## src/rtl/gpio_edge_pkg.sv

```systemverilog
package gpio_edge_pkg;

    localparam int NPINS  = 28;
    localparam int NDEDIC = 11;
    localparam int DATA_W = 32;
    localparam int ADDR_W = 5;
    localparam int SYNC_STAGES = 2;

    // Register index taken from address bits [4:2]
    typedef enum logic [2:0] {
        RG_LEVEL = 3'd0,
        RG_DIR   = 3'd1,
        RG_SET   = 3'd2,
        RG_CLR   = 3'd3,
        RG_RISE  = 3'd4,
        RG_FALL  = 3'd5,
        RG_STAT  = 3'd6,
        RG_WAKE  = 3'd7
    } reg_sel_e;

endpackage

```

## src/rtl/gpio_sync.sv

```systemverilog
module gpio_sync #(
    parameter int W      = 28,
    parameter int STAGES = 2
) (
    input  logic         clk,
    input  logic         rst_n,
    input  logic [W-1:0] async_in,
    output logic [W-1:0] sync_out
);

    typedef struct packed {
        logic [STAGES-1:0][W-1:0] chain;
    } sync_t;

    sync_t sync_d, sync_q;

    always_comb begin
        sync_d = sync_q;
        sync_d.chain[0] = async_in;
        for (int s = 1; s < STAGES; s++) begin
            sync_d.chain[s] = sync_q.chain[s-1];
        end
    end

    always_ff @(posedge clk or negedge rst_n) begin
        if (!rst_n) sync_q <= '0;
        else        sync_q <= sync_d;
    end

    assign sync_out = sync_q.chain[STAGES-1];

endmodule

```

## src/rtl/gpio_regs.sv

```systemverilog
module gpio_regs
    import gpio_edge_pkg::*;
#(
    parameter int W = 28
) (
    input  logic         clk,
    input  logic         rst_n,
    input  logic         wr_stb,
    input  reg_sel_e     wr_idx,
    input  logic [W-1:0] wr_data,
    output logic [W-1:0] out_lat,
    output logic [W-1:0] dir_word,
    output logic [W-1:0] rise_en,
    output logic [W-1:0] fall_en,
    output logic [W-1:0] wake_en,
    output logic [W-1:0] clr_mask
);

    typedef struct packed {
        logic [W-1:0] lat;
        logic [W-1:0] dir;
        logic [W-1:0] rise;
        logic [W-1:0] fall;
        logic [W-1:0] wake;
    } regs_t;

    regs_t regs_d, regs_q;

    always_comb begin
        regs_d   = regs_q;
        clr_mask = '0;
        if (wr_stb) begin
            case (wr_idx)
                RG_DIR:  regs_d.dir  = wr_data;
                RG_SET:  regs_d.lat  = regs_q.lat | wr_data;
                RG_CLR:  regs_d.lat  = regs_q.lat & ~wr_data;
                RG_RISE: regs_d.rise = wr_data;
                RG_FALL: regs_d.fall = wr_data;
                RG_STAT: clr_mask    = wr_data;
                RG_WAKE: regs_d.wake = wr_data;
                default: ;
            endcase
        end
    end

    always_ff @(posedge clk or negedge rst_n) begin
        if (!rst_n) regs_q <= '0;
        else        regs_q <= regs_d;
    end

    assign out_lat  = regs_q.lat;
    assign dir_word = regs_q.dir;
    assign rise_en  = regs_q.rise;
    assign fall_en  = regs_q.fall;
    assign wake_en  = regs_q.wake;

endmodule

```

## src/rtl/gpio_edge_det.sv

```systemverilog
module gpio_edge_det #(
    parameter int W = 28
) (
    input  logic         clk,
    input  logic         rst_n,
    input  logic [W-1:0] level,
    input  logic [W-1:0] rise_en,
    input  logic [W-1:0] fall_en,
    input  logic [W-1:0] clr_mask,
    output logic [W-1:0] status
);

    typedef struct packed {
        logic [W-1:0] prev;
        logic [W-1:0] stat;
    } det_t;

    det_t det_d, det_q;
    logic [W-1:0] rise_hit, fall_hit;

    always_comb begin
        det_d    = det_q;
        rise_hit = level & ~det_q.prev & rise_en;
        fall_hit = ~level & det_q.prev & fall_en;
        det_d.prev = level;
        // A new edge overrides a clear in the same cycle
        det_d.stat = (det_q.stat & ~clr_mask) | rise_hit | fall_hit;
    end

    always_ff @(posedge clk or negedge rst_n) begin
        if (!rst_n) det_q <= '0;
        else        det_q <= det_d;
    end

    assign status = det_q.stat;

endmodule

```

## src/rtl/gpio_irq_map.sv

```systemverilog
module gpio_irq_map #(
    parameter int W      = 28,
    parameter int NDEDIC = 11
) (
    input  logic              [W-1:0] status,
    input  logic              [W-1:0] wake_en,
    output logic         [NDEDIC-1:0] irq_ded,
    output logic                      irq_shared,
    output logic                      wake_req
);

    for (genvar i = 0; i < NDEDIC; i++) begin : g_ded
        assign irq_ded[i] = status[i];
    end

    if (NDEDIC < W) begin : g_shared
        assign irq_shared = |status[W-1:NDEDIC];
    end else begin : g_no_shared
        assign irq_shared = 1'b0;
    end

    assign wake_req = |(status & wake_en);

endmodule

```

## src/rtl/gpio_edge_ctrl.sv

```systemverilog
module gpio_edge_ctrl
    import gpio_edge_pkg::*;
#(
    parameter int NP = NPINS,
    parameter int ND = NDEDIC,
    parameter int DW = DATA_W,
    parameter int AW = ADDR_W
) (
    input  logic          clk,
    input  logic          rst_n,
    input  logic          bus_en,
    input  logic          bus_we,
    input  logic [AW-1:0] bus_addr,
    input  logic [DW-1:0] bus_wdata,
    output logic [DW-1:0] bus_rdata,
    input  logic [NP-1:0] pin_in,
    output logic [NP-1:0] pin_out,
    output logic [NP-1:0] pin_oe,
    output logic [ND-1:0] irq_low,
    output logic          irq_high,
    output logic          wake_req
);

    localparam int PAD_W = DW - NP;

    logic          aligned, wr_stb, rd_stb;
    reg_sel_e      idx;
    logic [NP-1:0] lvl_sync, lat, dirw, ren, fen, wken, clr, stat;
    logic [NP-1:0] rd_word;
    logic          unused_wdata_hi;

    assign aligned = (bus_addr[1:0] == 2'b00);
    assign idx     = reg_sel_e'(bus_addr[4:2]);
    assign wr_stb  = bus_en & bus_we & aligned;
    assign rd_stb  = bus_en & ~bus_we & aligned;
    assign unused_wdata_hi = ^bus_wdata[DW-1:NP];

    gpio_sync #(.W(NP), .STAGES(SYNC_STAGES)) u_sync (
        .clk      (clk),
        .rst_n    (rst_n),
        .async_in (pin_in),
        .sync_out (lvl_sync)
    );

    gpio_regs #(.W(NP)) u_regs (
        .clk      (clk),
        .rst_n    (rst_n),
        .wr_stb   (wr_stb),
        .wr_idx   (idx),
        .wr_data  (bus_wdata[NP-1:0]),
        .out_lat  (lat),
        .dir_word (dirw),
        .rise_en  (ren),
        .fall_en  (fen),
        .wake_en  (wken),
        .clr_mask (clr)
    );

    gpio_edge_det #(.W(NP)) u_det (
        .clk      (clk),
        .rst_n    (rst_n),
        .level    (lvl_sync),
        .rise_en  (ren),
        .fall_en  (fen),
        .clr_mask (clr),
        .status   (stat)
    );

    gpio_irq_map #(.W(NP), .NDEDIC(ND)) u_irq (
        .status     (stat),
        .wake_en    (wken),
        .irq_ded    (irq_low),
        .irq_shared (irq_high),
        .wake_req   (wake_req)
    );

    always_comb begin
        rd_word = '0;
        if (rd_stb) begin
            case (idx)
                RG_LEVEL: rd_word = lvl_sync;
                RG_DIR:   rd_word = dirw;
                RG_SET,
                RG_CLR:   rd_word = lat;
                RG_RISE:  rd_word = ren;
                RG_FALL:  rd_word = fen;
                RG_STAT:  rd_word = stat;
                RG_WAKE:  rd_word = wken;
                default:  rd_word = '0;
            endcase
        end
    end

    assign bus_rdata = {{PAD_W{1'b0}}, rd_word};
    assign pin_out   = lat;
    assign pin_oe    = dirw;

endmodule

```

## config.mk

```make
export PLATFORM = sky130hd
export DESIGN_NAME = gpio_edge_ctrl
export DESIGN_NICKNAME = d
export VERILOG_FILES = /design/src/rtl/gpio_edge_pkg.sv /design/src/rtl/gpio_sync.sv /design/src/rtl/gpio_regs.sv /design/src/rtl/gpio_edge_det.sv /design/src/rtl/gpio_irq_map.sv /design/src/rtl/gpio_edge_ctrl.sv
export SDC_FILE = /design/constraint.sdc
export NUM_CORES = 1
export LEC_CHECK = 0
export ABC_AREA = 0
export CORE_ASPECT_RATIO = 2
export CORE_UTILIZATION = 23
export CTS_BUF_LIST = sky130_fd_sc_hd__clkbuf_8
export DETAILED_ROUTE_END_ITERATION = 10
export GPL_ROUTABILITY_DRIVEN = 0
export SYNTH_ARGS = -nofsm -noshare
export SYNTH_HDL_FRONTEND = slang
export SYNTH_SLANG_ARGS = --single-unit
```

## constraint.sdc

```tcl
create_clock -name clk -period 1.6 [get_ports clk]
set_input_delay 0.32 -clock clk [delete_from_list [all_inputs] [get_ports clk]]
set_output_delay 0.32 -clock clk [all_outputs]
set_load 0.02 [all_outputs]
```

After elaboration in Yosys (flattened, before gate mapping) --
Cells that the tools add are included.
Storage, ports and cells: memories kept 0, bits in registers 252, input bits 69, bits in latches 0, word-level logic and storage cells 51, bits in writable memories 0, output and inout bits 101, bits in read-only memories 0
Cells by class: order comparisons 0, bitwise logic cells 19, multipliers 0, divide/modulo/power cells 0, add/subtract/negate cells 0, equality and inequality tests 7, shift operators 0, reductions and logical operators 11, multiplexer cells 5
Operators by type and width (number):
- bitwise AND 28 bit | 7
- one-hot mux 28 bit (7 select lines) | 1
- inverter 28 bit | 4
- 2-to-1 mux 28 bit | 3
- bitwise OR 28 bit | 3
- one-hot mux 28 bit (2 select lines) | 1
- OR reduction 28 bit | 1
- OR reduction 17 bit | 1
- == test 3 bit, second input constant | 4
- AND reduction 2 bit | 5
- == test 3 x 2 -> 1 bit, second input constant | 2
- bitwise AND 1 bit | 4
- == test 3 x 1 -> 1 bit, second input constant | 1
- zero test 3 bit | 1
- zero test 2 bit | 1
- nonzero test 2 bit | 1
- OR reduction 2 bit | 1
- inverter 1 bit | 1

Depth between registers and ports, before layout --
Gate-level depths: netlist (run 1).
depth in word-level cells 7, depth in mapped cells 8, depth with buffers taken out 4

Modules after synthesis --
Synthesis (run 1) repeated with hierarchy kept, for this count alone.
Unflattened totals: cell total of the unflattened synthesis 904, area, all modules 11777.5 sq um
By module, submodules not included:
- gpio_regs | seq. area each 3503.4 sq um, area an instance 5948.2 sq um, instances 1, cells an instance 395
- gpio_edge_det | seq. area each 1401.3 sq um, area an instance 2452.4 sq um, instances 1, cells an instance 196
- gpio_edge_ctrl | seq. area each 0.0 sq um, area an instance 1721.7 sq um, instances 1, cells an instance 221
- gpio_sync | seq. area each 1401.3 sq um, area an instance 1401.3 sq um, instances 1, cells an instance 56
- gpio_irq_map | seq. area each 0.0 sq um, area an instance 254.0 sq um, instances 1, cells an instance 36

Least setup slack after synthesis (run 1) --
No wires, ideal clock.
path kind input to output, from in bus_we, to out bus_rdata[14], required time 1280 ps, stages on the path 4, path slack -269 ps, path buffers 1, arrival time 1549 ps, path through nor4b_2 -> clkbuf_1 -> o21ai_0 -> a31oi_1
On the way: cells in the longest elaborated chain, start to end 4
RTL lines:
- start, declared | line gpio_edge_ctrl.sv:12 | input logic bus_we,
- inverter 1 bit | line gpio_edge_ctrl.sv:35 | assign rd_stb = bus_en & ~bus_we & aligned;
- bitwise AND 1 bit (2 in a row) | line gpio_edge_ctrl.sv:35
- 2-to-1 mux 28 bit | line gpio_edge_ctrl.sv:79 | if (rd_stb) begin
- end, declared | line gpio_edge_ctrl.sv:15 | output logic [DW-1:0] bus_rdata,
No other way between the ends.

Worst setup path after layout (run 1) --
from reg u_regs.regs_q[5] (netlist: u_regs.wake_en[5]), to out wake_req
On the way: cells in the longest elaborated chain, start to end 2
RTL lines:
- start, declared | line gpio_regs.sv:27 | regs_t regs_d, regs_q;
- start signal, assigned | line gpio_regs.sv:48 | else regs_q <= regs_d;
- bitwise AND 28 bit | line gpio_irq_map.sv:22 | assign wake_req = |(status & wake_en);
- OR reduction 28 bit | line gpio_irq_map.sv:22
- end, declared | line gpio_edge_ctrl.sv:21 | output logic wake_req
No other way between the ends.

==> results of run 1 <==
worst max-delay path: stages (launching register included):
cell and delay (ns):
dfrtp_1 0.39, a22oi_2 0.29, buf_4 0.17, nand4_1 0.21
nor2_1 0.20, nand4_1 0.18, buf_4 0.22
per-layer routing:
layer | up-vias | global-route usage (%) | share of wire (%)
li1 | 4190 | - | -
met1 | 4625 | 17.29 | 35
met2 | 297 | 30.88 | 53
met3 | 122 | 3.185 | 5.1
met4 | 0 | 11.79 | 6.9
met5 | - | 0 | 0
cell usage in the layout (no fill, tap or decap), drive strengths merged, types with 7 or more instances in the layout:
master and instances:
a21o 35, a21oi 30, a22oi 12, a31oi 44
a32oi 7, a41oi 8, buf 386, clkbuf 47
clkdlybuf4s50 56, dfrtp 252, inv 16, mux2 121
mux2i 21, nand2 111, nand3 24, nand3b 28
nand4 7, nor2 13, o21ai 77, o21bai 7
cell families (layout without fill, tap and decap cells):
kind of cell           after synthesis  after routing
buffers and inverters               70            512
and+or+nand+nor                    204            204
other                                1              6
AOI/OAI and AO/OA                  246            246
DFF                                252            252
muxes                              142            142
power by group through the flow:
stage                     registers [uW]  clock network [uW]  logic (uW)
after floorplan                     8110                   0        1500
final                               7900                5530        4980
after detailed placement            7970                   0        4510
after global routing                7970                5950        5310
after CTS                           7880                5700        4800
after global placement              7950                   0        4460
what timing repair did:
item                                    CTS  global route
endpoints found under the hold margin    38             0
setup buffers                            28            19
endpoints found under the setup margin  128            55
pin swaps                                37            21
hold buffers                              1             0
gates cloned                              2             0
gates resized for setup                 567            78
area by class of cell:
class | count | share of cell area [%]
sequential | 252 | 37.30
multi-input combinational | 596 | 28.27
timing repair buffer | 446 | 25.17
tap | 632 | 4.670
clock buffer | 46 | 3.739
clock inverter | 18 | 0.7832
inverter | 2 | 0.04433
antenna | 2 | 0.02956
metrics by stage:
step	area [sq um]	setup WS, ns	utilization [%]
floorplan	11290	-0.02598	-
global placement	15440	-1.216	32.60
detailed placement	15440	-1.229	32.60
CTS	16640	-0.9413	35.13
global route	16930	-0.9824	35.75
finish	16930	-0.9379	35.75
final timing paths:
path / from / endpoint / slack [ns] / cells past startpoint
max: u_regs.wake_en[5] / wake_req / -0.94 / 6
min: pin_in[17] / u_sync.sync_d[45] / 0.18 / 1
max reg2reg: u_regs.fall_en[15] / u_det.status[15] / 0.52 / 5
min reg2reg: u_sync.sync_d[35] / u_sync.sync_out[7] / 0.35 / 0
max in group asynchronous: rst_n / u_det.status[3] / 0.69 / 3
min in group asynchronous: rst_n / u_sync.sync_d[47] / 0.29 / 2
==> key figures, run 1 <==
STA
  – Share of the clock period used by the worst path: 158.6%
  – Worst rel slew slack: between 60 and 70%
  – WHS: 0.1840 ns
  – Worst Tran Pin Value: about 0.55 ns
  – Clk_skew: approximately 0.013 ns
  – Minimum clock period: ~2.5 ns
  – Final Max Tran Viols: 0
  – Final Hold Viols: 0
  – Setup TNS: -13.77 ns
  – Fmax: 0.3940 GHz
  – Final WS setup: -0.9379 ns
  – RSZ-0062 raised after global routing: yes
  – Final setup viols: 34

Power and ir drop
  – PwrDens: 1088 nW/um^2
  – Sw Pwr: 5613 uW
  – Reg power frac: 42.9%
  – Max VDD drop: 0.4292 mV
  – Clk network pwr share: 30.0%
  – Leak pwr: 0.007553 uW
  – Switching Fraction: roughly 30%
  – Total power: 18420 uW
  – Cell Int Power: ~13000 uW
  – Comb pwr share: 27.1%

Synth
  – Most frequent cell after synthesis: dfrtp_1
  – Largest family of logic cells by synthesized area: compound AO/OA/AOI/OAI gates
  – Ys async rst share: 100.0%
  – Mapped Cells: between 900 and 1000
  – Seq/Total Area, Yosys: 57.34%
  – Simple logic cell fraction of the synthesized area: 9.784%
  – Post-synth cell types: 51
  – Synth warn: 0
  – Multiplexer share of the synthesized area: roughly 14%
  – Synth area leaders: dfrtp_1 57%, mux2_1 6.7%, mux2_2 5.7%
  – Compound-Gate Fraction of Synth Area: 14.31%
  – Top cell type's share of synthesized area: 57.34%
  – Number of synthesized register bits: 252
  – Synth Area in Adders: 0%
  – Top cells by count, synth: 252 x dfrtp_1, 108 x nand2_1, 65 x mux2_1, 65 x o21ai_0, 56 x mux2_2
  – Number of flops mapped to enable cells by yosys: 0
  – Syn avg cell area: 12.02 sq um
  – Synth Cell Area: 11000 sq um
  – Yosys top cell by area: dfrtp_1
  – Share of the synthesized netlist area taken by xor and xnor gates: 0%
  – Most frequently used flop master after synthesis: dfrtp_1

Worst setup path
  – Critical Path Fanout Max: 2
  – WP data arrival: 2.22 ns
  – Crit Path Category: flip-flop to primary output
  – Setup crit start kind: flip-flop
  – Worst Setup End Kind: primary output
  – Critical Path RT: 1.28 ns

Global route
  – Overall Global Routing Usage: 17.03%
  – Remaining Overflow, GRT: 0
  – Antenna violations before repair: 2
  – Largest net degree at the start of global routing: between 50 and 60
  – Vias in the first global route: 10180
  – Global-route wire length before repair: 61.41 mm

Placed design
  – Cell Count Post-Placement: 1898
  – HPWL Detailed: 29.96 mm
  – Port Buf Inserts: 161

Route
  – Drt initial violations: around 470
  – Vias: roughly 9200
  – Mean number of vias per cell: 4.631
  – ANT nets after route: 0
  – Initial DRT Pass Iterations: 7
  – Post-route DRC violation count: 0
  – Drt wl/cell: 20.36 microns
  – Final wirelength: a little over 40 mm

Clocking
  – Worst skew pair latency: 0.57 ns
  – CTS HTree Levels: 2
  – Num CTS Buffers: 38
  – Clk sinks: 252
  – Root Buffer: clkbuf_8
  – CTS tree: built
  – Reg clk slew, reported paths: 0.07 ns
  – Clock buffer depth: 3

Cells and area
  – Filler cells: ~4700
  – Layout Cells excl Fill: 1994
  – Total Nets Final: 1405
  – Area delta synth->final: 53.97%
  – FF+latch area: 6316 sq um
  – Area of the multi-input gates: 4787 sq um
  – Layout cells sized above 1: 43.68%

Hold path
  – Hold crit path type: input port to flip-flop

Die
  – Initial Util: 23.22%
  – Cell row count: 113
  – Die Area: between 40000 and 50000 sq um
  – DIE WIDTH: 156.6 microns
  – I/O pins: 170
  – Chip height: 311.3 microns
  – Total core area: 47360 sq um

Status
  – Status: finished with violations
  – Failing checks: setup timing

Run
  – Max Cap Viol: 0
Note: power is estimated with default switching activity, not from simulation.
==> inputs of run 2 (changes only) <==
--- a/config.mk
+++ b/config.mk
@@ -10,6 +10,7 @@
 export CORE_UTILIZATION = 23
 export CTS_BUF_LIST = sky130_fd_sc_hd__clkbuf_8
 export DETAILED_ROUTE_END_ITERATION = 10
+export DONT_BUFFER_PORTS = 1
 export GPL_ROUTABILITY_DRIVEN = 0
 export SYNTH_ARGS = -nofsm -noshare
 export SYNTH_HDL_FRONTEND = slang
==> run 2 against run 1 <==
- the flow finishes with violations (hold timing, setup timing)
- setup slack better by 0.15 ns
- register-to-register slack worse by 0.12 ns
- critical path depth is 2 lower
- final area is 10% lower
- fmax is 6.3% higher
- first-iteration DRC count is 2.5% lower
- clock skew is 0.0086 ns higher
- critical endpoint is now irq_high
- largest cell class unchanged
==> key figures, run 2 (synthesis gave the netlist of run 1 again) <==
Status
  – Status: finished with violations
  – Failing checks: hold timing, setup timing

Global route
  – Remaining Overflow, GRT: 0
  – Antenna violations before repair: 1
  – Global-route wire length before repair: slightly below 60 mm
  – Vias in the first global route: 9231
  – Overall Global Routing Usage: 16.31%
  – Largest net degree at the start of global routing: ~250

Placed design
  – Worst slack, placed: -0.2343 ns
  – HPWL Detailed: 27.01 mm
  – Cell Count Post-Placement: 1660
  – Dpl cell area: 13180 sq um
  – Port Buf Inserts: 0

Worst setup path
  – Slowest stage delay, CP: 0.44 ns
  – CP cell instances: nor4_2 > nand4_1 > or4_1 > buf_6
  – WP data arrival: 2.07 ns
  – Largest delay share family, worst path: simple AND/OR/NAND/NOR gates
  – Worst path slowest cell: or4_1
  – Critical Path RT: 1.28 ns
  – Critical Path Fanout Max: 2
  – Worst Setup End Kind: primary output
  – Setup crit start kind: flip-flop
  – Crit Path Category: flip-flop to primary output
  – Crit path buf inv count: 1

Clocking
  – Clk sinks: about 250
  – CTS HTree Levels: 2
  – Num CTS Buffers: 40
  – CTS tree: built
  – Root Buffer: clkbuf_8
  – Reg clk slew, reported paths: 0.07 ns
  – Worst skew pair latency: 0.60 ns
  – Clock buffer depth: 3
  – CTS Hold Bufs: 58

STA
  – Final setup viols: 34
  – Share of the clock period used by the worst path: 149.2%
  – Clk_skew: 0.02205 ns
  – RSZ-0062 raised after global routing: yes
  – Fmax: 0.4190 GHz
  – Worst rel slew slack: 40.39%
  – Final Max Tran Viols: 0
  – Worst Tran Pin Value: roughly 0.89 ns
  – Final Hold Viols: 252
  – WHS: -0.5653 ns
  – Minimum clock period: approximately 2.4 ns
  – Setup TNS: -13.43 ns
  – Final WS setup: -0.7865 ns

Route
  – ANT nets after route: 0
  – Vias: 8521
  – Initial DRT Pass Iterations: 5
  – Final wirelength: approximately 39 mm
  – Post-route DRC violation count: 0
  – Drt wl/cell: ~22 microns
  – Mean number of vias per cell: approximately 4.7
  – Drt initial violations: 460

Cells and area
  – Total Nets Final: around 1200
  – Design Area, Final: about 15000 sq um
  – Commonest non-fill, non-tap cells in the layout: 247 x dfrtp_1, 123 x buf_4, 104 x nand2_1, 65 x mux2_1, 58 x dlygate4sd3_1
  – Filler cells: 4729
  – Area delta synth->final: 37.80%
  – Layout cells sized above 1: between 30% and 40%
  – Most common cell after layout, fill and taps aside: dfrtp_1
  – Layout Cells excl Fill: 1799

Die
  – Cell row count: 113
  – Total core area: 47360 sq um
  – DIE WIDTH: 156.6 microns
  – Chip height: 311.3 microns
  – Initial Util: about 23%
  – I/O pins: 170
  – Die Area: 48750 sq um

Power and ir drop
  – Leak pwr: between 0.006 and 0.007 uW
  – Max VDD drop: 0.5092 mV
  – PwrDens: 1134 nW/um^2

Run
  – Max Cap Viol: 0

Hold path
  – Hold crit path type: input port to async pin
==> run 2: cell count changes in the layout (fill, tap and decap cells not counted), moves of 9 or more <==
cell and delta:
buf_12 -9, buf_2 -25, buf_4 -99, buf_6 -62, clkdlybuf4s50_1 -56, dlygate4sd3_1 +57
==> run 2: stage by stage <==
stage,utilization (%),power (uW)
2_1_floorplan,-,9608
3_3_place_gp,27.84,11030
3_5_place_dp,27.84,11110
4_1_cts,31.66,17300
5_1_grt,32.00,17930
6_report,32.00,17190
==> run 2: what timing repair did <==
| item | in CTS | in global routing |
|---|---|---|
| hold endpoints to repair | 448 | 252 |
| pin swaps | 40 | 23 |
| setup endpoints to repair | 34 | 34 |
| resized for setup | 87 | 34 |
| setup buffers | 9 | 7 |
==> run 2: final timing paths <==
path | startpoint | to | slack (ns) | cells after the start
worst max-delay path | u_det.status[26] | irq_high | -0.79 | 4
worst min-delay path | rst_n | async pin | -0.57 | 0
worst max register to register | flip-flop | flip-flop | 0.40 | 3
worst min register to register | u_sync.sync_d[41] | u_sync.sync_out[13] | 0.35 | 0
max in group asynchronous | rst_n | u_det.status[2] | 1.37 | 0
min in group clk | bus_addr[4] | u_regs.dir_word[26] | 0.25 | 4
==> run 2: power breakdown <==
group	internal, uW	switching, uW	total (uW)
registers	7210	757	7970
logic	1850	1800	3650
clock network	2860	2710	5570
==> run 2: final cells by class <==
type / instances / area, sq um / share of cell area (%)
flip-flops and latches: 252 / 6312 / 41.65
multi-input cells: 596 / 4835 / 31.90
repair buffers: 246 / 2420 / 15.97
well taps: 632 / 790.8 / 5.218
clock buffers: 51 / 701.9 / 4.631
clock inverters: 19 / 86.33 / 0.5696
inverters: 2 / 7.507 / 0.04953
diodes: 1 / 2.502 / 0.01651
==> run 2: worst reg2reg max path, cell delays in order (launching register included) <==
cell and delay [ns]:
dfrtp_1 0.38, inv_1 0.09, mux2i_1 0.07, dlygate4sd3_1 0.55
==> run 2: metal layers <==
| layer | share of wire, % | track usage [%] | vias up |
|---|---|---|---|
| met5 | 0 | 0 | - |
| met4 | 6.9 | 11.54 | 0 |
| met3 | 6.5 | 4.144 | 122 |
| met2 | 53 | 29.13 | 302 |
| met1 | 34 | 16.17 | 4304 |
| li1 | - | - | 3793 |
==> inputs of run 3 (changes only) <==
--- a/config.mk
+++ b/config.mk
@@ -12,6 +12,8 @@
 export DETAILED_ROUTE_END_ITERATION = 10
 export DONT_BUFFER_PORTS = 1
 export GPL_ROUTABILITY_DRIVEN = 0
+export PLACE_DENSITY = 0.41
+export SKIP_LAST_GASP = 1
 export SYNTH_ARGS = -nofsm -noshare
 export SYNTH_HDL_FRONTEND = slang
 export SYNTH_SLANG_ARGS = --single-unit
==> run 3 against run 2 <==
- the flow still finishes with violations (hold timing, setup timing)
- clock skew up 0.0098 ns
- wire length up 3.7%
- count of clock-buffer cells in the layout up 4
- global-route usage up 0.60 points
- setup slack worse by 0.15 ns
- hold slack worse by 0.0066 ns
- largest cell class unchanged
- largest power group unchanged
- highest routed layer unchanged
==> key figures, run 3 (synthesis gave the netlist of run 1 again) <==
STA
  – Final Max Tran Viols: 0
  – Worst Tran Pin Value: roughly 0.57 ns
  – Worst rel slew slack: 62.04%
  – Final Hold Viols: 252
  – Clk_skew: 0.03184 ns
  – Minimum clock period: 2.540 ns
  – Setup TNS: -12.65 ns
  – Final setup viols: 32
  – RSZ-0062 raised after global routing: yes
  – Final WS setup: -0.9398 ns
  – Share of the clock period used by the worst path: 158.7%
  – Fmax: 0.3937 GHz
  – WHS: -0.5719 ns

Die
  – Initial Util: 23.22%
  – I/O pins: 170
  – Die Area: 48750 sq um
  – Total core area: 47360 sq um
  – Cell row count: around 110
  – Chip height: about 310 microns
  – DIE WIDTH: 156.6 microns

Route
  – Vias: 8318
  – ANT nets after route: 0
  – Post-route DRC violation count: 0
  – Drt initial violations: 391
  – Mean number of vias per cell: between 4 and 5
  – Initial DRT Pass Iterations: 5
  – Drt wl/cell: 22.26 microns
  – Final wirelength: 40.14 mm

Power and ir drop
  – Cell Int Power: 12410 uW
  – Max VDD drop: 0.5820 mV
  – Leak pwr: ~0.0065 uW
  – Comb pwr share: 20.3%
  – Sw Pwr: between 5000 and 6000 uW
  – Switching Fraction: 29.87%
  – Clk network pwr share: 35.0%
  – PwrDens: 1166 nW/um^2
  – Reg power frac: between 40 and 50%

Worst setup path
  – Critical Path RT: roughly 1.3 ns
  – WP data arrival: 2.22 ns
  – R2r setup slk: roughly 0.4 ns
  – Slowest stage delay, CP: approximately 0.47 ns
  – Critical Path Fanout Max: 2
  – Setup crit start kind: flip-flop
  – Crit path buf inv count: 2
  – Worst Setup End Kind: primary output
  – CP cell instances: nor4_4 > buf_4 > nand4_1 > or4_4 > buf_4
  – Setup crit start: u_det.status[23]
  – Worst R2R Path Depth: 3
  – Most used cell along the critical path: buf_4
  – Largest delay share family, worst path: simple AND/OR/NAND/NOR gates
  – Worst path slowest cell: or4_4
  – Crit Path Category: flip-flop to primary output

Global route
  – Remaining Overflow, GRT: 0
  – Antenna violations before repair: 1
  – Vias in the first global route: 9224
  – Overall Global Routing Usage: roughly 17%
  – Global-route wire length before repair: 60.09 mm
  – Largest net degree at the start of global routing: 253

Cells and area
  – Filler cells: 4843
  – Total Nets Final: 1208
  – Post-layout util: 32.04%
  – Layout cells sized above 1: 34.10%
  – Area delta synth->final: 37.99%
  – Commonest non-fill, non-tap cells in the layout: 249 x dfrtp_1, 136 x buf_4, 107 x nand2_1, 65 x mux2_1, 58 x dlygate4sd3_1
  – Most common cell after layout, fill and taps aside: dfrtp_1

Placed design
  – HPWL Detailed: between 20 and 30 mm
  – Port Buf Inserts: 0

Clocking
  – Clock buffer depth: 3
  – Reg clk slew, reported paths: 0.07 ns
  – Clk sinks: 252
  – Num CTS Buffers: 42
  – Worst skew pair latency: 0.59 ns
  – Root Buffer: clkbuf_8
  – CTS Hold Bufs: 58
  – CTS HTree Levels: 2
  – CTS tree: built

Run
  – Max Cap Viol: 0

Hold path
  – Hold crit path type: input port to async pin

Status
  – Failing checks: hold timing, setup timing
  – Status: finished with violations
==> run 3: cell types whose count changed in the layout (fill, tap and decap cells not counted), sizes merged <==
cell,previous run,this run
clkbuf,51,55
buf,188,187
bufinv,0,2
clkinv,3,7
clkinvlp,2,1
inv,16,12
==> run 3: routing by layer <==
layer / track usage [%] / part of all wire (%) / up-vias
li1: - / - / 3792
met1: 18.37 / 37 / 4227
met2: 31.68 / 55 / 227
met3: 3.171 / 5.0 / 72
met4: 6.484 / 2.9 / 0
met5: 0 / 0 / -
==> run 3: worst max-delay path by stage <==
stage	end	slack, ns	cells past startpoint
final	irq_high	-0.94	5
after global routing	irq_high	-1.05	5
after CTS	irq_high	-1.01	5
after detailed placement	irq_high	-0.46	5
after global placement	irq_high	-0.50	5
after floorplan	bus_rdata[15]	-0.03	4
==> run 3: through the flow <==
| step | total power, uW | hold WS (ns) | instance area (sq um) | setup WS, ns | cells |
|---|---|---|---|---|---|
| 3_5_place_dp | 11110 | 0.03852 | 13160 | -0.4573 | 1662 |
| 5_1_grt | 18590 | -0.6192 | 15180 | -1.047 | 1803 |
| 2_1_floorplan | 9608 | 0.02441 | 11290 | -0.02598 | 918 |
| 3_3_place_gp | 11070 | 0.03809 | 13160 | -0.5044 | 1662 |
| 6_report | 17690 | -0.5719 | 15180 | -0.9398 | 1803 |
| 4_1_cts | 17970 | -0.6293 | 15060 | -1.009 | 1801 |
==> run 3: power groups by stage <==
stage | Clock (uW) | Combinational [uW] | Sequential, uW
final | 6180 | 3590 | 7920
after detailed placement | 0 | 3120 | 7990
after global placement | 0 | 3100 | 7980
after CTS | 6470 | 3600 | 7910
after global routing | 6720 | 3850 | 8020
after floorplan | 0 | 1500 | 8110
==> run 3: repair_timing <==
item / 4_1_cts / 5_1_grt
hold endpoints to repair: 448 / 252
setup buffers: 11 / 4
pin swaps: 39 / 21
setup endpoints to repair: 33 / 34
resized for setup: 77 / 23
==> run 3: layout make-up <==
| class | instances | area (sq um) | area share (%) |
|---|---|---|---|
| clock inverters | 20 | 140.1 | 0.9234 |
| well taps | 632 | 790.8 | 5.211 |
| diodes | 1 | 2.502 | 0.01649 |
| multi-input cells | 596 | 4831 | 31.83 |
| clock buffers | 55 | 757.0 | 4.988 |
| repair buffers | 245 | 2337 | 15.40 |
| flip-flops and latches | 252 | 6310 | 41.58 |
| inverters | 2 | 7.507 | 0.04947 |
